$ cat src/rtl/sat_ctr_pkg.sv
// Package: shared helpers for the saturating counter.
// Assumes: widths of at least 2 bits.
package sat_ctr_pkg;
    // Step decision taken by the next-state logic each cycle.
    typedef enum logic [1:0] {
        STEP_HOLD = 2'b00,
        STEP_INC  = 2'b01,
        STEP_DEC  = 2'b10
    } step_e;
endpackage

$ cat src/rtl/sat_limit_det.sv
// Module: sat_limit_det
// Purpose: flags whether a signed value equals the most positive or
//          the most negative code of its width.
// Assumes: W >= 2; value is two's complement.
module sat_limit_det #(
    parameter int W = 2
) (
    input  logic signed [W-1:0] val,
    output logic                is_max,
    output logic                is_min
);
    localparam logic signed [W-1:0] MAX_CODE = {1'b0, {(W-1){1'b1}}};
    localparam logic signed [W-1:0] MIN_CODE = {1'b1, {(W-1){1'b0}}};

    // Compare against both limit codes.
    always_comb begin
        is_max = (val == MAX_CODE);
        is_min = (val == MIN_CODE);
    end
endmodule

$ cat src/rtl/sat_step_sel.sv
// Module: sat_step_sel
// Purpose: chooses the step for the next cycle from the enable, the
//          direction and the limit flags, so the count never wraps.
// Assumes: flags come from sat_limit_det on the current count.
module sat_step_sel
    import sat_ctr_pkg::*;
(
    input  logic  en,
    input  logic  up_dn,
    input  logic  is_max,
    input  logic  is_min,
    output step_e step
);
    // Pick the step, and hold when it would cross a limit.
    always_comb begin
        if (!en)
            step = STEP_HOLD;
        else if (up_dn)
            step = is_max ? STEP_HOLD : STEP_INC;
        else
            step = is_min ? STEP_HOLD : STEP_DEC;
    end
endmodule

$ cat src/rtl/sat_updn_ctr.sv
// Module: sat_updn_ctr
// Purpose: signed up/down counter that clamps at the ends of its range
//          instead of wrapping; it reports when it is at either limit.
// Assumes: CNT_W >= 2; rst_n is synchronous and active low.
module sat_updn_ctr
    import sat_ctr_pkg::*;
#(
    parameter int CNT_W = 2
) (
    input  logic                    clk,
    input  logic                    rst_n,
    input  logic                    en,
    input  logic                    up_dn,
    output logic signed [CNT_W-1:0] count,
    output logic                    at_max,
    output logic                    at_min
);
    localparam logic signed [CNT_W-1:0] ONE = CNT_W'(1);

    logic  hit_max;
    logic  hit_min;
    step_e step;

    // Width guard.
    initial begin
        width_ok_chk: assert (CNT_W >= 2)
            else $error("CNT_W must be at least 2");
    end

    sat_limit_det #(.W(CNT_W)) u_lim (
        .val    (count),
        .is_max (hit_max),
        .is_min (hit_min)
    );

    sat_step_sel u_sel (
        .en     (en),
        .up_dn  (up_dn),
        .is_max (hit_max),
        .is_min (hit_min),
        .step   (step)
    );

    // Count register: clear on reset, otherwise apply the chosen step.
    always_ff @(posedge clk) begin
        if (!rst_n)
            count <= '0;
        else begin
            case (step)
                STEP_INC: count <= count + ONE;
                STEP_DEC: count <= count - ONE;
                default:  count <= count;
            endcase
        end
    end

    // Drive the limit flags from the detector.
    always_comb begin
        at_max = hit_max;
        at_min = hit_min;
    end


    reset_zero_chk: assert property (@(posedge clk)
        !rst_n |=> (count == '0));

    no_overflow_chk: assert property (@(posedge clk) disable iff (!rst_n)
        (en && up_dn && at_max) |=> (at_max && $stable(count)));

    no_underflow_chk: assert property (@(posedge clk) disable iff (!rst_n)
        (en && !up_dn && at_min) |=> (at_min && $stable(count)));

    hold_en_chk: assert property (@(posedge clk) disable iff (!rst_n)
        !en |=> $stable(count));

    flags_excl_chk: assert property (@(posedge clk) disable iff (!rst_n)
        !(at_max && at_min));

    inc_step_chk: assert property (@(posedge clk) disable iff (!rst_n)
        (en && up_dn && !at_max) |=> (count == $past(count) + ONE));

    dec_step_chk: assert property (@(posedge clk) disable iff (!rst_n)
        (en && !up_dn && !at_min) |=> (count == $past(count) - ONE));
endmodule

$ cat config.mk
export PLATFORM = sky130hd
export DESIGN_NAME = sat_updn_ctr
export DESIGN_NICKNAME = d
export VERILOG_FILES = /design/src/rtl/sat_ctr_pkg.sv /design/src/rtl/sat_limit_det.sv /design/src/rtl/sat_step_sel.sv /design/src/rtl/sat_updn_ctr.sv
export SDC_FILE = /design/constraint.sdc
export NUM_CORES = 1
export LEC_CHECK = 0
export CORE_AREA = 4 4 41 43
export CTS_BUF_LIST = sky130_fd_sc_hd__clkbuf_4 sky130_fd_sc_hd__clkbuf_8
export DETAILED_ROUTE_END_ITERATION = 10
export DIE_AREA = 0 0 45 47
export GPL_TIMING_DRIVEN = 1
export PLACE_DENSITY = 0.3
export SYNTH_ARGS = -nofsm -noshare
export SYNTH_HDL_FRONTEND = slang
export SYNTH_HIERARCHICAL = 1
export SYNTH_SLANG_ARGS = --single-unit
$ cat constraint.sdc
create_clock -name clk -period 2.05 [get_ports clk]
set_clock_uncertainty 0.15 [all_clocks]
set_input_delay 0.41 -clock clk [delete_from_list [all_inputs] [get_ports clk]]
set_output_delay 0.41 -clock clk [all_outputs]
set_load 0.01 [all_outputs]
==> impl_metrics.json <==
{
  "wire_per_inst_um": 8.55,
  "htree_levels": 1,
  "relSlewSlack_pct": 85.9,
  "powerDensity_mw_per_mm2": 913,
  "peakVddDrop_mv": 0.256,
  "n_antenna_cell": 0,
  "grt_setup_unrepaired": "false",
  "hold_path.class": "register to register",
  "syn_area_sq_um": 135,
  "crit_family": "buffers and inverters",
  "drive_gt1_share_pct": 24.0,
  "portBuffers": 7,
  "numCtsBuffers": 3,
  "ys_top_cells_by_area": "dfxtp_1 (30%), xnor2_1 (13%), ha_1 (9.3%)",
  "n_fill_cell": 156,
  "cpMaxStageDelayCell": "clkdlybuf4s50_1",
  "fp.dieW_um": 45,
  "viasPerCell": 3.43,
  "finalWorstSetupSlack_ps": 114,
  "seq_area_frac_synth_pct": 29.6,
  "status": "finished, final reports clean",
  "grt_util_all_layers_pct": 4.26,
  "maxSlewViolCount": 0,
  "synth-edff-count": 0,
  "endpoint_kind": "primary output",
  "max_freq_ghz": 0.517,
  "wl_um": 342,
  "dp_hpwl_um": 249,
  "antenna_found_initial": 0,
  "root_buffer": "clkbuf_4",
  "clk_transition_reported_paths_ps": 30,
  "grt_pass1_vias": 148,
  "critPathMaxStageDelay_ps": 480,
  "setup_viol_count_final": 0,
  "cp_max_fo": 5,
  "area_delta_synth_final_pct": 88.0,
  "ys_types": 12,
  "ys_seq_elements": 2,
  "via_count": 137,
  "hold_viol": 0,
  "worstPathCellList": "and2b_2 > clkdlybuf4s50_1",
  "core_sq_mm": 0.00130,
  "postCtsSetupBuffers": 0,
  "avgSynthCellArea_sq_um": 9.65,
  "ys.flop_type": "dfxtp_1",
  "multi_input_area_sq_um": 91.3,
  "grt_pass1_wl_um": 558,
  "cts_max_path_buffers": 2,
  "drtAntennaViolNets": 0,
  "synthTopCellsByCount": "dfxtp_1 (2), xnor2_1 (2)",
  "regMostFlops": "count",
  "leakage_uw": 0.0000997,
  "reg2reg_setup_slack_ps": 260,
  "path_buf_inv": 1,
  "dieArea_sq_mm": 0.00212,
  "finalCritPeriodShare_pct": 94.4,
  "clock_latency_ps": 220,
  "finalNetCount": 32,
  "cts_hold_buf": 0,
  "postCtsResizedCells": 0,
  "ios": 8,
  "grt_max_degree": 6,
  "drv_cap": 0,
  "crit_required_ps": 1490,
  "startpoint_type": "register",
  "fin_crit_ps": 1940,
  "std_cell_rows": 13,
  "synth-async-reset-ratio_pct": 0,
  "syn_nets": 19,
  "place_congestion": 0.632,
  "clock_sinks": 2,
  "drt-initial-drc-count": 0,
  "cts_tree": "built",
  "register_area_sq_um": 40.0,
  "tightest_slew_ps": 212,
  "die_y_um": 47,
  "synth.largest_area_cell": "dfxtp_1",
  "dr.pass1.iters": 1,
  "start_util_pct": 10.4,
  "place_ws_ps": -62.6,
  "largestRegisters": "count x2",
  "fin_tns_setup_ps": 0,
  "worstSetupPathType": "register to primary output",
  "largest_reg_flops": 2,
  "gr-total-overflow": 0,
  "cp.arrival_ps": 1380,
  "syn_inst": 14,
  "yosys_warnings": 6,
  "synth_top_cell_area_share_pct": 29.6,
  "remaining_drc_errors": 0
}
metal layers:
layer	share of wire (%)	track usage, %	vias to the layer above	wire length, um
met5	0	0	-	0
met4	0	5.26	0	0
met3	15	3.45	0	52
met2	35	4.24	8	118
met1	50	4.75	59	171
li1	-	-	70	-
where the power goes:
group	internal (uW)	leakage (uW)	switching (uW)
sequential	46.9	0.0000165	10.7
combinational	56.5	0.0000695	30.9
clock	64.6	0.0000138	22.4
worst min-delay path: stages, from the launching register on:
cell and delay, ps:
dfxtp_1 330, o21ai_0 80, a21boi_1 60
layout make-up:
class	count	share of cell area (%)
Sequential cell	2	15.8
Inverter	1	1.48
Timing Repair Buffer	8	30.5
Clock buffer	3	8.87
Multi-Input combinational cell	11	36.0
Tap cell	15	7.39
cells by family after synthesis:
logic type | after synthesis | synth area share (%)
AO/OA/AOI/OAI | 2 | 9.26
AND/OR/NAND/NOR | 6 | 36.1
flip-flops | 2 | 29.6
buffers and inverters | 1 | 2.78
adder cells (fa/ha/maj) | 1 | 9.26
XOR/XNOR | 2 | 13.0
metrics by stage:
step                      hold WS (ps)  power, uW  std cells  instance area, sq um  util [%]
after global placement             379        147         37                   231      17.8
after global routing               412        254         40                   254      19.5
final                              371        232         40                   254      19.5
after floorplan                    372       98.9         14                   135         -
after CTS                          382        241         40                   254      19.5
after detailed placement           378        146         37                   231      17.8
cell usage in the layout, fill, tap and decap left out:
master	instances
a21boi_1	1
and2_1	1
or3_1	1
o21ai_0	1
inv_1	1
clkbuf_4	3
ha_1	1
and3b_1	1
clkdlybuf4s50_1	7
dfxtp_1	2
buf_4	1
xnor2_1	2
nor2b_1	1
nor3b_2	1
and2b_2	1
final timing paths:
check | startpoint | end | depth (start not counted)
setup reg to reg | count[0] | count[1] | 5
hold / removal | count[1] | count[1] | 2
setup / recovery | count[0] | at_min | 2
hold reg to reg | count[1] | count[1] | 2
Power figures use the tool's default switching activity.
